**src/rtl/shift_alu_pkg.sv**
```systemverilog
package shift_alu_pkg;

    localparam logic [5:0] FN_SLL  = 6'h00;
    localparam logic [5:0] FN_SRL  = 6'h02;
    localparam logic [5:0] FN_SRA  = 6'h03;
    localparam logic [5:0] FN_SLLV = 6'h04;
    localparam logic [5:0] FN_SRLV = 6'h06;
    localparam logic [5:0] FN_SRAV = 6'h07;
    localparam logic [5:0] FN_MOVZ = 6'h0A;
    localparam logic [5:0] FN_MOVN = 6'h0B;
    localparam logic [5:0] FN_ADD  = 6'h20;
    localparam logic [5:0] FN_ADDU = 6'h21;
    localparam logic [5:0] FN_SUB  = 6'h22;
    localparam logic [5:0] FN_SUBU = 6'h23;
    localparam logic [5:0] FN_AND  = 6'h24;
    localparam logic [5:0] FN_OR   = 6'h25;
    localparam logic [5:0] FN_XOR  = 6'h26;
    localparam logic [5:0] FN_NOR  = 6'h27;
    localparam logic [5:0] FN_SLT  = 6'h2A;
    localparam logic [5:0] FN_SLTU = 6'h2B;

    typedef enum logic [3:0] {
        OP_NONE, OP_SHL, OP_SHR, OP_SAR, OP_ROR,
        OP_ADD, OP_SUB, OP_AND, OP_OR, OP_XOR, OP_NOR,
        OP_SLT, OP_SLTU, OP_MOVZ, OP_MOVN
    } op_e;

    typedef enum logic [1:0] {
        NOP_NONE    = 2'd0,
        NOP_PLAIN   = 2'd1,
        NOP_SUPER   = 2'd2,
        NOP_BARRIER = 2'd3
    } nop_e;

    typedef struct packed {
        op_e  op;
        logic reg_amt;
        logic trap_en;
    } dec_t;

    function automatic logic is_shift(op_e op);
        return (op == OP_SHL) || (op == OP_SHR) || (op == OP_SAR) || (op == OP_ROR);
    endfunction

    function automatic logic is_alu(op_e op);
        return (op >= OP_ADD) && (op <= OP_SLTU);
    endfunction

endpackage

```
**src/rtl/shift_alu_decode.sv**
```systemverilog
module shift_alu_decode
    import shift_alu_pkg::*;
#(
    parameter int FUNC_W = 6,
    parameter int RIDX_W = 5,
    parameter int SHW    = 5
) (
    input  logic [FUNC_W-1:0] funct,
    input  logic              rot_sel,
    input  logic [RIDX_W-1:0] rs_idx,
    input  logic [RIDX_W-1:0] rt_idx,
    input  logic [RIDX_W-1:0] rd_idx,
    input  logic [SHW-1:0]    shamt,
    output dec_t              dec,
    output nop_e              nop_kind
);
    localparam logic [SHW-1:0] AMT_SUPER   = SHW'(1);
    localparam logic [SHW-1:0] AMT_BARRIER = SHW'(3);

    always_comb begin
        dec = '{op: OP_NONE, reg_amt: 1'b0, trap_en: 1'b0};
        unique case (6'(funct))
            FN_SLL:  dec.op = OP_SHL;
            FN_SRL:  dec.op = rot_sel ? OP_ROR : OP_SHR;
            FN_SRA:  dec.op = OP_SAR;
            FN_SLLV: begin dec.op = OP_SHL; dec.reg_amt = 1'b1; end
            FN_SRLV: begin dec.op = rot_sel ? OP_ROR : OP_SHR; dec.reg_amt = 1'b1; end
            FN_SRAV: begin dec.op = OP_SAR; dec.reg_amt = 1'b1; end
            FN_MOVZ: dec.op = OP_MOVZ;
            FN_MOVN: dec.op = OP_MOVN;
            FN_ADD:  begin dec.op = OP_ADD; dec.trap_en = 1'b1; end
            FN_ADDU: dec.op = OP_ADD;
            FN_SUB:  begin dec.op = OP_SUB; dec.trap_en = 1'b1; end
            FN_SUBU: dec.op = OP_SUB;
            FN_AND:  dec.op = OP_AND;
            FN_OR:   dec.op = OP_OR;
            FN_XOR:  dec.op = OP_XOR;
            FN_NOR:  dec.op = OP_NOR;
            FN_SLT:  dec.op = OP_SLT;
            FN_SLTU: dec.op = OP_SLTU;
            default: dec.op = OP_NONE;
        endcase
    end

    // Zero-register shift-left forms are classified by their amount.
    always_comb begin
        nop_kind = NOP_NONE;
        if (6'(funct) == FN_SLL && rs_idx == '0 && rt_idx == '0 && rd_idx == '0) begin
            if (shamt == AMT_SUPER)
                nop_kind = NOP_SUPER;
            else if (shamt == AMT_BARRIER)
                nop_kind = NOP_BARRIER;
            else
                nop_kind = NOP_PLAIN;
        end
    end
endmodule

```
**src/rtl/shift_alu_shifter.sv**
```systemverilog
module shift_alu_shifter
    import shift_alu_pkg::*;
#(
    parameter int XLEN = 32,
    parameter int SHW  = $clog2(XLEN)
) (
    input  op_e              op,
    input  logic [SHW-1:0]   amt,
    input  logic [XLEN-1:0]  val,
    output logic [XLEN-1:0]  res
);
    logic [XLEN-1:0] shl, shr, sar, ror;

    assign shl = val << amt;
    assign shr = val >> amt;
    assign sar = $unsigned($signed(val) >>> amt);
    // Rotation slides a doubled word, so amount zero never needs a full-width shift.
    assign ror = XLEN'({val, val} >> amt);

    always_comb begin
        unique case (op)
            OP_SHL:  res = shl;
            OP_SHR:  res = shr;
            OP_SAR:  res = sar;
            OP_ROR:  res = ror;
            default: res = '0;
        endcase
    end
endmodule

```
**src/rtl/shift_alu_arith.sv**
```systemverilog
module shift_alu_arith
    import shift_alu_pkg::*;
#(
    parameter int XLEN = 32
) (
    input  op_e             op,
    input  logic [XLEN-1:0] a,
    input  logic [XLEN-1:0] b,
    output logic [XLEN-1:0] res,
    output logic            ovf
);
    localparam int MSB = XLEN - 1;

    logic            subtract;
    logic [XLEN-1:0] b_eff;
    logic [XLEN:0]   sum_ext;
    logic [XLEN-1:0] sum;
    logic            lt_signed, lt_unsigned;

    assign subtract = (op == OP_SUB) || (op == OP_SLT) || (op == OP_SLTU);
    assign b_eff    = subtract ? ~b : b;
    assign sum_ext  = {1'b0, a} + {1'b0, b_eff} + {{XLEN{1'b0}}, subtract};
    assign sum      = sum_ext[XLEN-1:0];

    // Signed overflow: operands agree in sign and the sum does not.
    assign ovf = ((op == OP_ADD) || (op == OP_SUB))
               && (a[MSB] == b_eff[MSB]) && (sum[MSB] != a[MSB]);

    // Unsigned borrow is the missing carry-out of a + ~b + 1.
    assign lt_unsigned = ~sum_ext[XLEN];
    assign lt_signed   = (a[MSB] != b[MSB]) ? a[MSB] : sum[MSB];

    always_comb begin
        unique case (op)
            OP_ADD, OP_SUB: res = sum;
            OP_AND:  res = a & b;
            OP_OR:   res = a | b;
            OP_XOR:  res = a ^ b;
            OP_NOR:  res = ~(a | b);
            OP_SLT:  res = {{(XLEN-1){1'b0}}, lt_signed};
            OP_SLTU: res = {{(XLEN-1){1'b0}}, lt_unsigned};
            default: res = '0;
        endcase
    end
endmodule

```
**src/rtl/shift_alu_exec.sv**
```systemverilog
module shift_alu_exec
    import shift_alu_pkg::*;
#(
    parameter int XLEN   = 32,
    parameter int FUNC_W = 6,
    parameter int RIDX_W = 5,
    localparam int SHW   = $clog2(XLEN)
) (
    input  logic [FUNC_W-1:0] funct,
    input  logic [RIDX_W-1:0] rs_idx,
    input  logic [RIDX_W-1:0] rt_idx,
    input  logic [RIDX_W-1:0] rd_idx,
    input  logic [SHW-1:0]    shamt,
    input  logic              rot_sel,
    input  logic [XLEN-1:0]   rs_val,
    input  logic [XLEN-1:0]   rt_val,
    output logic [XLEN-1:0]   result,
    output logic              wr_en,
    output logic [1:0]        nop_kind,
    output logic              ovf_trap
);
    dec_t            dec;
    nop_e            nop_cls;
    logic [SHW-1:0]  amt;
    logic [XLEN-1:0] sh_res, ar_res;
    logic            ar_ovf;
    logic            cond_ok;

    shift_alu_decode #(.FUNC_W(FUNC_W), .RIDX_W(RIDX_W), .SHW(SHW)) u_decode (
        .funct    (funct),
        .rot_sel  (rot_sel),
        .rs_idx   (rs_idx),
        .rt_idx   (rt_idx),
        .rd_idx   (rd_idx),
        .shamt    (shamt),
        .dec      (dec),
        .nop_kind (nop_cls)
    );

    // Register amounts take only the low bits of the first operand.
    assign amt = dec.reg_amt ? rs_val[SHW-1:0] : shamt;

    shift_alu_shifter #(.XLEN(XLEN), .SHW(SHW)) u_shifter (
        .op  (dec.op),
        .amt (amt),
        .val (rt_val),
        .res (sh_res)
    );

    shift_alu_arith #(.XLEN(XLEN)) u_arith (
        .op  (dec.op),
        .a   (rs_val),
        .b   (rt_val),
        .res (ar_res),
        .ovf (ar_ovf)
    );

    always_comb begin
        if (is_shift(dec.op))
            result = sh_res;
        else if (is_alu(dec.op))
            result = ar_res;
        else if (dec.op == OP_MOVZ || dec.op == OP_MOVN)
            result = rs_val;
        else
            result = '0;
    end

    always_comb begin
        unique case (dec.op)
            OP_MOVZ: cond_ok = (rt_val == '0);
            OP_MOVN: cond_ok = (rt_val != '0);
            OP_NONE: cond_ok = 1'b0;
            default: cond_ok = 1'b1;
        endcase
    end

    assign ovf_trap = dec.trap_en & ar_ovf;
    assign wr_en    = cond_ok && !ovf_trap && (rd_idx != '0) && (nop_cls == NOP_NONE);
    assign nop_kind = nop_cls;
endmodule

```
**config.mk**
```make
export PLATFORM = sky130hd
export DESIGN_NAME = shift_alu_exec
export DESIGN_NICKNAME = d
export VERILOG_FILES = /design/src/rtl/shift_alu_pkg.sv /design/src/rtl/shift_alu_decode.sv /design/src/rtl/shift_alu_shifter.sv /design/src/rtl/shift_alu_arith.sv /design/src/rtl/shift_alu_exec.sv
export SDC_FILE = /design/constraint.sdc
export NUM_CORES = 1
export LEC_CHECK = 0
export ABC_AREA = 1
export BUFFER_PORTS_ARGS = -buffer_cell sky130_fd_sc_hd__buf_2
export CORE_AREA = 2 2 194 196
export DETAILED_ROUTE_END_ITERATION = 10
export DIE_AREA = 0 0 196 198
export GPL_ROUTABILITY_DRIVEN = 0
export PLACE_DENSITY_LB_ADDON = 0.1
export REMOVE_ABC_BUFFERS = 1
export SYNTH_ARGS = -nofsm -noshare
export SYNTH_HDL_FRONTEND = slang
export SYNTH_HIERARCHICAL = 1
export SYNTH_SLANG_ARGS = --single-unit
```
**constraint.sdc**
```tcl
create_clock -name vclk -period 4.2
set_input_delay 0.42 -clock vclk [all_inputs]
set_output_delay 0.42 -clock vclk [all_outputs]
set_load 0.005 [all_outputs]
```
==> impl_metrics.env, run 1 <==
export IMPL_outcome="finished, violations left"
export IMPL_violations="setup timing"
export IMPL_ant_nets=0
export IMPL_pin_count=127
export IMPL_setup_slack_ps=-103
export IMPL_clock_buffers=0
export IMPL_p_switching_w=0.00125
export IMPL_crit_type="input port to output port"
export IMPL_place_inst=2704
export IMPL_die_w_um=196
export IMPL_drive_gt1_share_pct=30.8
export IMPL_vias=14776
export IMPL_max_stage_delay_ps=320
export IMPL_final_cells=2782
export IMPL_wl_met1_um=23400
export IMPL_ys_seq_area_share_pct=0
export IMPL_p_sw_share_pct=60.2
export IMPL_cp_slowest_cell="ha_4"
export IMPL_wl_met2_um=26300
export IMPL_n_sequential_cell=0
export IMPL_cp_end_kind="output port"
export IMPL_coreArea_um2=37000
export IMPL_top_layer_used="met4"
export IMPL_min_path_cells=4
export IMPL_fmax_mhz=232
export IMPL_ys_warn_count=6
export IMPL_fin_crit_ps=4300
export IMPL_antenna_found_initial=1
export IMPL_layout_nets=2496
export IMPL_grt_overflow=0
export IMPL_intPower_w=0.000827
export IMPL_syn_avg_cell_area_um2=5.06
export IMPL_regArea_um2=0
export IMPL_rsz0062_at_grt="true"
export IMPL_drt_pass1_iter_count=6
export IMPL_leakage_nw=7.73
export IMPL_worstPathMaxFanout=7
export IMPL_synth_cell_types=56
export IMPL_drtIter0Drc=1272
export IMPL_port_buffers=127
export IMPL_hold_viol_final=0
export IMPL_drv_slew=0
export IMPL_hold_buffers=0
export IMPL_place_ws_ps=-407
export IMPL_powerDensity_nw_per_um2=145
export IMPL_worst_pin_slew_ps=774
export IMPL_drc=0
export IMPL_syn_inst=2006
export IMPL_routed_wl_met3_um=2810
export IMPL_num_rows=71
export IMPL_crit_arrival_ps=3880
export IMPL_initial_utilization_pct=27.4
export IMPL_finalCritPeriodShare_pct=102
export IMPL_combPwrFrac_pct=100.0
export IMPL_clock_power_share_pct=0
export IMPL_setup_viol=14
export IMPL_first_global_vias=13741
export IMPL_syn2layout_area_growth_pct=41.7
export IMPL_cp_data_required_time_ps=3780
export IMPL_netlist_area_um2=10100
export IMPL_die_height_um=198
export IMPL_fin_area_um2=14400
export IMPL_startpoint_type="input port"
export IMPL_max_cap_violations=0
export IMPL_grt_max_degree=51
export IMPL_placed_area_um2=12400
export IMPL_grtUsageTotal_pct=26.6
export IMPL_grt_pass1_wl_um=80200
export IMPL_die_area_um2=38800
export IMPL_p_seq_share_pct=0
export IMPL_wl_per_cell_um=19.5
export IMPL_hpwl_um=42700
export IMPL_drt_total_wl_um=54200
export IMPL_ys_top_cells_by_area="nand2_1, nand3_1, ha_1"
export IMPL_peakVddDrop_mv=0.0376
export IMPL_synth_largest_area_cell="nand2_1"
export IMPL_slew_headroom_pct=48.3
export IMPL_yosysTopAreaCellShare_pct=25.0
export IMPL_min_path_type="input port to output port"
export IMPL_avgViaCountPerCell=5.31
==> final timing paths <==
kind	startpoint	end	slack (ps)
hold / removal	rs_val[10]	result[10]	1170
setup / recovery	funct[4]	wr_en	-100
==> Yosys cell counts, types with 8 or more instances <==
library cell and instances:
a211oi_1 8, a21oi_1 85, a21oi_2 11, a31oi_1 10, and2_1 8, buf_2 40, buf_6 13, clkbuf_1 25
ha_1 95, inv_1 202, inv_2 19, nand2_1 676, nand2_2 22, nand3_1 364, nand3_2 10, nor2_1 155
nor2_2 8, nor3_1 10, o211ai_1 35, o21ai_0 68, o21ai_1 20, xor2_1 32
==> power groups by stage <==
stage	clock network (W)	logic [W]	registers, W
3_3_place_gp	0	0.00168	0
5_1_grt	0	0.00225	0
4_1_cts	0	0.00184	0
6_report	0.00000000000648	0.00208	0
2_1_floorplan	0	0.000926	0
3_5_place_dp	0	0.00168	0
==> cell families (layout without fill, tap and decap cells) <==
logic type	count (synthesis)	in the layout	share of synthesized area [%]
AO/OA/AOI/OAI	278	278	16.7
XOR/XNOR	34	34	2.94
adder cells (fa/ha/maj)	96	96	11.9
buffers and inverters	315	616	13.5
multiplexers	5	5	0.555
other	0	1	0
AND/OR/NAND/NOR	1278	1278	54.4
==> cell usage in the layout (no fill, tap or decap), types with 7 or more instances in the layout <==
cell type	synthesis	routed
buf_6	13	31
xor2_1	32	20
nand3_4	0	11
buf_12	1	12
nand2_4	1	15
nor2_4	1	17
xor2_2	0	10
ha_4	0	9
buf_4	7	226
inv_1	202	182
o211ai_1	35	35
nand4_1	7	7
o21ai_0	68	40
inv_2	19	36
nor2_1	155	121
buf_2	40	121
a21oi_2	11	37
o21ai_2	6	16
nor2_2	8	26
a31oi_1	10	9
a21oi_1	85	53
nand3_1	364	324
and2_1	8	7
a211oi_1	8	7
o21ai_1	20	36
nand2_2	22	56
nand3_2	10	39
nand2_1	676	627
ha_1	95	85
==> through the flow <==
step / power, W / utilization (%) / hold slack (ps) / setup TNS [ps]
floorplan: 0.000926 / - / 950 / -38880
global placement: 0.00168 / 33.6 / 1180 / -4890
detailed placement: 0.00168 / 33.6 / 1180 / -6510
CTS: 0.00184 / 36.0 / 1180 / -111
global route: 0.00225 / 38.9 / 1210 / -5620
finish: 0.00208 / 38.9 / 1170 / -525
==> repair_timing <==
item,CTS,global route
resized for setup,144,214
setup endpoints to repair,27,34
pin swaps,74,112
setup buffers,46,31
cloned,2,0
==> per-layer routing <==
metal,track usage [%],vias to the layer above
met2,47.6,507
li1,-,7186
met5,0,-
met1,35.1,6988
met4,6.65,0
met3,1.04,95
==> cell type report <==
| type | count | area [um^2] |
|---|---|---|
| diodes | 1 | 2.50 |
| fillers | 4167 | 22600 |
| inverters | 223 | 848 |
| multi-input cells | 1691 | 9980 |
| well taps | 474 | 593 |
| repair buffers | 393 | 2950 |
==> worst max-delay path: cells and delay by family <==
kind	cells	cell delay [ps]
AO/OA/AOI/OAI	3	450
XOR/XNOR	1	150
adder cells (fa/ha/maj)	1	320
buffers and inverters	10	1070
AND/OR/NAND/NOR	15	1430
Power figures use the tool's default switching activity.
==> inputs of run 2 (changes only) <==
- ABC_CLOCK_PERIOD_IN_PS: unset -> 4200
- CORE_AREA: 2 2 194 196 -> 2 2 185 205
- DIE_AREA: 0 0 196 198 -> 0 0 187 207
==> run 2 against run 1 <==
Critical path depth decreased by 1. Combinational power decreased by 5%. The flow still finishes with violations (setup timing). Core utilization decreased by 0.66 points. Hold slack improved by 17 ps. Clock-buffer cell count unchanged. Sequential cell count unchanged. Power decreased by 5.2%. First-iteration DRC count decreased by 0.71%. Final cell count increased by 0.22%. Fmax decreased by 0.44%. Sequential share of layout area unchanged.
==> impl_metrics.env, run 2 (synthesized netlist as in run 1, its figures left out) <==
export IMPL_outcome="finished, violations left"
export IMPL_violations="setup timing"
export IMPL_startpoint_type="input port"
export IMPL_powerDensity_nw_per_um2=140
export IMPL_combPwrFrac_pct=100.0
export IMPL_die_w_um=187
export IMPL_initial_utilization_pct=27.6
export IMPL_min_path_type="input port to output port"
export IMPL_cp_data_required_time_ps=3780
export IMPL_mostFrequentLayoutCells="nand2_1, nand3_1, buf_4"
export IMPL_drt_pass1_iter_count=6
export IMPL_fin_area_um2=14100
export IMPL_drt_total_wl_um=54500
export IMPL_worst_pin_slew_ps=758
export IMPL_syn2layout_area_growth_pct=38.6
export IMPL_crit_type="input port to output port"
export IMPL_drc=0
export IMPL_grtUsageTotal_pct=26.7
export IMPL_slew_headroom_pct=49.4
export IMPL_num_rows=74
export IMPL_cp_slowest_cell="ha_1"
export IMPL_hold_viol_final=0
export IMPL_port_buffers=127
export IMPL_coreArea_um2=36800
export IMPL_final_cells=2788
export IMPL_fin_crit_ps=4320
export IMPL_place_inst=2727
export IMPL_p_switching_w=0.00121
export IMPL_peakVddDrop_mv=0.0389
export IMPL_p_seq_share_pct=0
export IMPL_grt_max_degree=44
export IMPL_diodes=0
export IMPL_die_area_um2=38700
export IMPL_whs_ps=1190
export IMPL_max_stage_delay_ps=310
export IMPL_p_sw_share_pct=61.6
export IMPL_first_global_vias=13950
export IMPL_placed_area_um2=12400
export IMPL_clock_power_share_pct=0
export IMPL_regArea_um2=0
export IMPL_die_height_um=207
export IMPL_rsz0062_at_grt="true"
export IMPL_wl_per_cell_um=19.6
export IMPL_pin_count=127
export IMPL_place_ws_ps=-608
export IMPL_clock_buffers=0
export IMPL_fin_tns_setup_ps=-1060
export IMPL_setup_viol=20
export IMPL_n_sequential_cell=0
export IMPL_crit_arrival_ps=3900
export IMPL_grt_overflow=0
export IMPL_final_common_cell="nand2_1"
export IMPL_layout_nets=2483
export IMPL_setup_slack_ps=-122
export IMPL_vias=14843
export IMPL_leakage_nw=7.59
export IMPL_avgViaCountPerCell=5.32
export IMPL_antenna_found_initial=0
export IMPL_intPower_w=0.000757
export IMPL_cp_end_kind="output port"
export IMPL_ant_nets=0
export IMPL_drtIter0Drc=1263
export IMPL_drive_gt1_share_pct=29.1
export IMPL_finalCritPeriodShare_pct=103
export IMPL_hpwl_um=42900
export IMPL_drv_slew=0
export IMPL_worstPathMaxFanout=5
export IMPL_max_cap_violations=0
export IMPL_fmax_mhz=231
export IMPL_grt_pass1_wl_um=81000
## run 2: power groups by stage
stage	clock network, W	registers [W]	logic [W]
2_1_floorplan	0	0	0.000926
3_3_place_gp	0	0	0.00168
3_5_place_dp	0	0	0.00169
4_1_cts	0	0	0.00181
5_1_grt	0	0	0.00213
6_report	0	0	0.00197
## run 2: critical path, delay by kind of cell
family | cells | cell delay, ps
AND/OR/NAND/NOR | 14 | 1550
buffers and inverters | 10 | 1130
AO/OA/AOI/OAI | 3 | 350
adder cells (fa/ha/maj) | 1 | 310
XOR/XNOR | 1 | 140
## run 2: path summary, 6_finish.rpt
kind / start / endpoint / slack [ps] / depth (start not counted)
max: funct[4] / result[15] / -120 / 29
min: rs_val[17] / result[17] / 1190 / 4
## run 2: cell type report
class	instances	area [um^2]
Fill cell	4153	22700
Inverter	223	851
Multi-Input combinational cell	1691	9750
Tap cell	494	618
Timing Repair Buffer	380	2840
## run 2: routing by layer
layer  wire, um  vias up  track usage, %
li1           -     7167               -
met1      22500     6975            33.5
met2      26900      573            48.2
met3       2790      128            1.00
met4       2360        0            9.72
met5          0        -               0
## run 2: what timing repair did
item                       in CTS  in global routing
hold buffers                    0                  0
pin swaps                      68                111
setup endpoints to repair      23                 30
gates resized for setup       139                160
gates cloned                    3                  0
buffers inserted               41                 21
## run 2: per-stage QoR
step                util (%)  power, W
floorplan                  -  0.000926
global placement        33.8   0.00168
detailed placement      33.8   0.00169
CTS                     36.2   0.00181
global route            38.2   0.00213
finish                  38.2   0.00197
